## src/rtl/stair_adc_pkg.sv

```systemverilog
package stair_adc_pkg;
   typedef enum logic [1:0] {
      ST_IDLE   = 2'd0,
      ST_COARSE = 2'd1,
      ST_FINE   = 2'd2
   } stair_state_e;
endpackage

```

## src/rtl/stair_sync.sv

```systemverilog
module stair_sync #(
   parameter int STAGES = 2
) (
   input  logic clk_i,
   input  logic rst_ni,
   input  logic d_i,
   output logic q_o
);
   logic [STAGES-1:0] chain_q;

   generate
      if (STAGES < 2) begin : g_bad
         $error("stair_sync: STAGES must be at least 2");
      end
      for (genvar s = 0; s < STAGES; s++) begin : g_stage
         if (s == 0) begin : g_first
            always_ff @(posedge clk_i or negedge rst_ni) begin
               if (!rst_ni) chain_q[0] <= 1'b0;
               else         chain_q[0] <= d_i;
            end
         end else begin : g_next
            always_ff @(posedge clk_i or negedge rst_ni) begin
               if (!rst_ni) chain_q[s] <= 1'b0;
               else         chain_q[s] <= chain_q[s-1];
            end
         end
      end
   endgenerate

   assign q_o = chain_q[STAGES-1];
endmodule

```

## src/rtl/stair_pacer.sv

```systemverilog
module stair_pacer #(
   parameter int SETTLE = 4
) (
   input  logic clk_i,
   input  logic rst_ni,
   input  logic restart_i,
   output logic tick_o
);
   localparam int CW = $clog2(SETTLE) + 1;
   localparam logic [CW-1:0] RELOAD = CW'(SETTLE - 1);

   logic [CW-1:0] cnt_q;

   generate
      if (SETTLE < 2) begin : g_bad
         $error("stair_pacer: SETTLE must be at least 2");
      end
   endgenerate

   always_ff @(posedge clk_i or negedge rst_ni) begin
      if (!rst_ni)             cnt_q <= '0;
      else if (restart_i)      cnt_q <= RELOAD;
      else if (cnt_q != '0)    cnt_q <= cnt_q - 1'b1;
   end

   assign tick_o = (cnt_q == '0);

   // a freshly loaded interval never ends in the next cycle
   a_r8_settle_gap: assert property (@(posedge clk_i) disable iff (!rst_ni)
      restart_i |=> !tick_o);
endmodule

```

## src/rtl/stair_adc_seq.sv

```systemverilog
module stair_adc_seq
   import stair_adc_pkg::*;
#(
   parameter int SEG_W       = 8,
   parameter int SETTLE      = 4,
   parameter int SYNC_STAGES = 2
) (
   input  logic                 clk_i,
   input  logic                 rst_ni,
   input  logic                 start_i,
   input  logic                 cmp_i,
   output logic [2*SEG_W-1:0]   dac_code_o,
   output logic [2*SEG_W-1:0]   result_o,
   output logic                 busy_o,
   output logic                 done_o,
   output logic                 ovr_o
);
   localparam int CODE_W = 2 * SEG_W;
   localparam logic [SEG_W-1:0]  SEG_MAX  = {SEG_W{1'b1}};
   localparam logic [CODE_W-1:0] CODE_MAX = {CODE_W{1'b1}};

   generate
      if (SETTLE < SYNC_STAGES + 1) begin : g_bad_settle
         $error("stair_adc_seq: SETTLE must exceed SYNC_STAGES");
      end
      if (SEG_W < 2) begin : g_bad_seg
         $error("stair_adc_seq: SEG_W must be at least 2");
      end
   endgenerate

   stair_state_e       st_q;
   logic [SEG_W-1:0]   hi_q, lo_q;
   logic               tripped_q;
   logic [CODE_W-1:0]  result_q;
   logic               ovr_q, done_q;
   logic               cmp_s, tick, restart;

   stair_sync #(.STAGES(SYNC_STAGES)) u_sync (
      .clk_i  (clk_i),
      .rst_ni (rst_ni),
      .d_i    (cmp_i),
      .q_o    (cmp_s)
   );

   stair_pacer #(.SETTLE(SETTLE)) u_pacer (
      .clk_i     (clk_i),
      .rst_ni    (rst_ni),
      .restart_i (restart),
      .tick_o    (tick)
   );

   always_comb begin
      unique case (st_q)
         ST_IDLE: restart = start_i;
         default: restart = tick;
      endcase
   end

   always_ff @(posedge clk_i or negedge rst_ni) begin
      if (!rst_ni) begin
         st_q      <= ST_IDLE;
         hi_q      <= '0;
         lo_q      <= '0;
         tripped_q <= 1'b0;
         result_q  <= '0;
         ovr_q     <= 1'b0;
         done_q    <= 1'b0;
      end else begin
         done_q <= 1'b0;
         unique case (st_q)
            ST_IDLE: begin
               if (start_i) begin
                  st_q      <= ST_COARSE;
                  hi_q      <= '0;
                  lo_q      <= '0;
                  tripped_q <= 1'b0;
               end
            end
            ST_COARSE: begin
               if (tick) begin
                  if (cmp_s) begin
                     tripped_q <= 1'b1;
                     hi_q      <= (hi_q == '0) ? '0 : hi_q - 1'b1;
                     st_q      <= ST_FINE;
                  end else if (hi_q == SEG_MAX) begin
                     st_q <= ST_FINE;
                  end else begin
                     hi_q <= hi_q + 1'b1;
                  end
               end
            end
            ST_FINE: begin
               if (tick) begin
                  if (cmp_s || lo_q == SEG_MAX) begin
                     if (cmp_s) begin
                        result_q <= {hi_q, lo_q};
                        ovr_q    <= 1'b0;
                     end else if (tripped_q) begin
                        result_q <= {hi_q + 1'b1, {SEG_W{1'b0}}};
                        ovr_q    <= 1'b0;
                     end else begin
                        result_q <= CODE_MAX;
                        ovr_q    <= 1'b1;
                     end
                     done_q <= 1'b1;
                     st_q   <= ST_IDLE;
                     hi_q   <= '0;
                     lo_q   <= '0;
                  end else begin
                     lo_q <= lo_q + 1'b1;
                  end
               end
            end
            default: st_q <= ST_IDLE;
         endcase
      end
   end

   assign dac_code_o = {hi_q, lo_q};
   assign result_o   = result_q;
   assign busy_o     = (st_q != ST_IDLE);
   assign done_o     = done_q;
   assign ovr_o      = ovr_q;

   // lower byte parked at zero during the coarse pass
   a_r2_lo_zero_coarse: assert property (@(posedge clk_i) disable iff (!rst_ni)
      (st_q == ST_COARSE) |-> (lo_q == '0));
   // upper byte frozen across the fine pass
   a_r3_hi_frozen_fine: assert property (@(posedge clk_i) disable iff (!rst_ni)
      (st_q == ST_FINE && $past(st_q) == ST_FINE) |-> $stable(hi_q));
   // single-cycle completion strobe
   a_r5_done_single: assert property (@(posedge clk_i) disable iff (!rst_ni)
      done_o |=> !done_o);
   // result only moves with done
   a_r5_result_hold: assert property (@(posedge clk_i) disable iff (!rst_ni)
      !done_o |-> $stable(result_o));
   // staircase at zero while idle
   a_r6_idle_zero: assert property (@(posedge clk_i) disable iff (!rst_ni)
      !busy_o |-> (dac_code_o == '0));
   // overrange always comes with a full-scale result
   a_r4_ovr_full: assert property (@(posedge clk_i) disable iff (!rst_ni)
      ovr_o |-> (result_o == CODE_MAX));
endmodule

```

## config.mk

```make
export PLATFORM = sky130hd
export DESIGN_NAME = stair_adc_seq
export DESIGN_NICKNAME = d
export VERILOG_FILES = /design/src/rtl/stair_adc_pkg.sv /design/src/rtl/stair_sync.sv /design/src/rtl/stair_pacer.sv /design/src/rtl/stair_adc_seq.sv
export SDC_FILE = /design/constraint.sdc
export NUM_CORES = 1
export LEC_CHECK = 0
export BUFFER_PORTS_ARGS = -buffer_cell sky130_fd_sc_hd__buf_4
export CAP_MARGIN = 40
export CORE_MARGIN = 3
export CORE_UTILIZATION = 24
export CTS_CLUSTER_DIAMETER = 40
export DETAILED_ROUTE_END_ITERATION = 8
export PLACE_DENSITY = 0.47
export SLEW_MARGIN = 40
export SYNTH_ARGS = -nofsm -noshare
export SYNTH_HDL_FRONTEND = slang
export SYNTH_SLANG_ARGS = --single-unit
```

## constraint.sdc

```tcl
create_clock -name clk_i -period 2.2 [get_ports clk_i]
set_clock_uncertainty 0.2 [all_clocks]
set_input_delay 0.44 -clock clk_i [delete_from_list [all_inputs] [get_ports clk_i]]
set_output_delay 0.44 -clock clk_i [all_outputs]
set_load 0.02 [all_outputs]
```

==> results.toml <==
[outcome]
status = "finished clean"

[synthesis]
seq_area_frac_synth_pct = 43.3
synthDistinctLibCells = 49
ys_top_cells_by_area = "dfrtp_1 (43%), nand2_1 (5.4%), nor2_1 (4.9%)"
synth_cells = 282
ys_async_sr_fraction_pct = 100
synth_top_area_cell = "dfrtp_1"
syn-num-nets = 292
ys_warn_count = 0
syn_avg_cell_area_sq_um = 8.61
synth_edf_count = 0
synth_top_area_share_pct = 43.3
ys_ff_latch = 42
synth_common_cells = "dfrtp_1 (42), nand2_1 (35), nor2_1 (32), a21oi_1 (18)"
post-synth-top-count-cell = "dfrtp_1"
synth_ff_type = "dfrtp_1"
synth.cell_area_sq_um = 2430

[worst_setup_path]
path_max_fanout = 6
r2r_slack_ns = 0.1
endpoint_kind = "flip-flop"
arrival_ns = 2.14
path_class = "reg -> reg"
worstPathRequired_ns = 2.24
cp-start-kind = "flip-flop"

[die]
dieArea_sq_um = 11400
rows = 36
die_w_microns = 107
start_util_pct = 24.7
die_h_microns = 107
ios = 39
core_area_sq_um = 9820

[final_layout]
finish.utilization_pct = 32.8
diodes = 0
fillCellCount = 1085
finalNetCount = 349
area_growth_pct = 32.8
fin_area_sq_um = 3230
drive_above_1_share_pct = 26.2
instances_no_fill = 473

[placed_design]
gp_congestion = 0.818
place_area_sq_um = 2990
dp.cells = 459
dp_hpwl_mm = 4.84
io_buffers = 38
pre_cts_ws_ns = 0.0636

[pwr]
p_per_area_nw_per_um2 = 1120
power.leakage_uw = 0.00147
vdd_drop_max_mv = 0.329
finalPower_uw = 3600

[routing]
wirelength_mm = 6.77
first_iter_violations = 136
viasPerCell = 4.68
first_pass_iters = 4
wl_per_cell_microns = 14.3
route.vias.total = 2215
route.detailed.drc = 0
ant_nets = 0

[sta]
period_share_pct = 95.6
hold_viol = 0
slew_viol_final = 0
fin_ws_ns = 0.0978
rsz0062_at_grt = "yes"
slew_headroom_pct = 62.7
tightest_slew_ns = 0.559
clock.fmax_ghz = 0.476
finalCriticalPeriod_ns = 2.10
finalSetupViolations = 0

[grt]
grt_pass1_wl_mm = 10.9
antenna_found_initial = 0
grt-ovfl-total = 0
grt_usage_pct = 12.0
grt_pass1_vias = 2076
grt_max_degree = 43

[clock_network]
worstSkewPairLatency_ns = 0.29
cts_tree = "yes"
root_buffer = "clkbuf_8"
cts_sinks = 42
path_clk_slew_ns = 0.09
cts_buffer_depth = 2
htreeDepth = 2
numCtsBuffers = 5

[min_path]
hold_path.class = "in -> reg"

[run]
max_cap_viol_count = 0
==> cell usage in the layout (no fill, tap or decap), types with 2 or more instances in the layout <==
cell,n
ha_1,4
nand3_1,10
mux2i_1,4
o32ai_1,2
inv_1,14
nor2_2,2
nor4_1,2
nor2b_1,10
xor2_1,2
nand4b_1,4
clkbuf_8,5
nand2b_1,3
nor2_1,30
xnor2_1,7
nand4_1,2
a31oi_1,5
dfrtp_1,41
bufinv_16,2
nor3_1,8
nand2_1,35
o22ai_1,2
a21oi_1,18
o211ai_1,4
o21ai_0,14
ha_2,2
a21o_1,3
or3_1,5
o31ai_1,8
buf_4,66
==> logic make-up after synthesis <==
group                    Yosys count  synth area share, %
buffers and inverters             34                 6.18
AND/OR/NAND/NOR                  117                 23.4
flip-flops                        42                 43.3
AO/OA/AOI/OAI                     70                 19.1
multiplexers                       4                 1.65
adder cells (fa/ha/maj)            6                 3.09
XOR/XNOR                           9                 3.25
==> final timing paths <==
check,cells after the start,to,startpoint
max,9,hi_q[7],u_pacer.cnt_q[0]
min,1,u_sync.chain_q[0],cmp_i
max reg2reg,9,hi_q[7],u_pacer.cnt_q[0]
min reg2reg,0,u_sync.q_o,u_sync.chain_q[0]
max in group asynchronous,2,hi_q[0],rst_ni
min in group asynchronous,2,u_sync.chain_q[0],rst_ni
==> cell type report <==
cell class	instances	area, sq um	share of cell area [%]
clock buffers	5	68.8	2.13
repair buffers	70	562	17.4
clock inverters	3	68.8	2.13
flip-flops and latches	42	1050	32.6
multi-input cells	206	1250	38.9
well taps	133	166	5.16
inverters	14	52.6	1.63
==> layer usage <==
layer / track usage [%] / part of all wire [%] / wire, microns / up-vias
met1: 16.8 / 47 / 3220 / 1040
met2: 18.8 / 46 / 3100 / 68
li1: - / - / - / 1098
met3: 2.89 / 5.2 / 352 / 9
met5: 0 / 0 / 0 / -
met4: 2.74 / 1.5 / 103 / 0
==> per-stage QoR <==
stage               hold WS, ns  setup TNS [ns]
floorplan               -0.0556               0
global placement          0.137               0
detailed placement        0.156               0
CTS                      0.0318               0
global route             0.0285         -0.0211
finish                   0.0470               0
==> registers in the layout, indices dropped and copies added, names as in the netlist <==
register        flops
done_o              1
hi_q                8
lo_q                8
ovr_o               1
result_o           16
st_q                2
tripped_q           1
u_pacer.cnt_q       3
u_sync.chain_q      1
u_sync.q_o          1
==> critical path, cell delays in order (launching register included) <==
cell	delay, ns
dfrtp_1	0.40
inv_1	0.06
ha_1	0.14
ha_2	0.20
and3b_1	0.17
o31a_1	0.20
a221oi_4	0.06
buf_12	0.15
or3_1	0.36
nand4_1	0.10
==> report_power, final <==
part / switching (uW) / internal (uW) / total, uW
Combinational: 951 / 794 / 1740
Clock: 295 / 455 / 750
Sequential: 175 / 930 / 1110
Total: 1420 / 2180 / 3600
==> repair_timing <==
item                                    4_1_cts  5_1_grt
endpoints found under the setup margin        0       13
hold buffers                                  1        0
gates resized for setup                       0        7
setup buffers                                 0        4
endpoints found under the hold margin        42        0
Note: power is estimated with default switching activity, not from simulation.
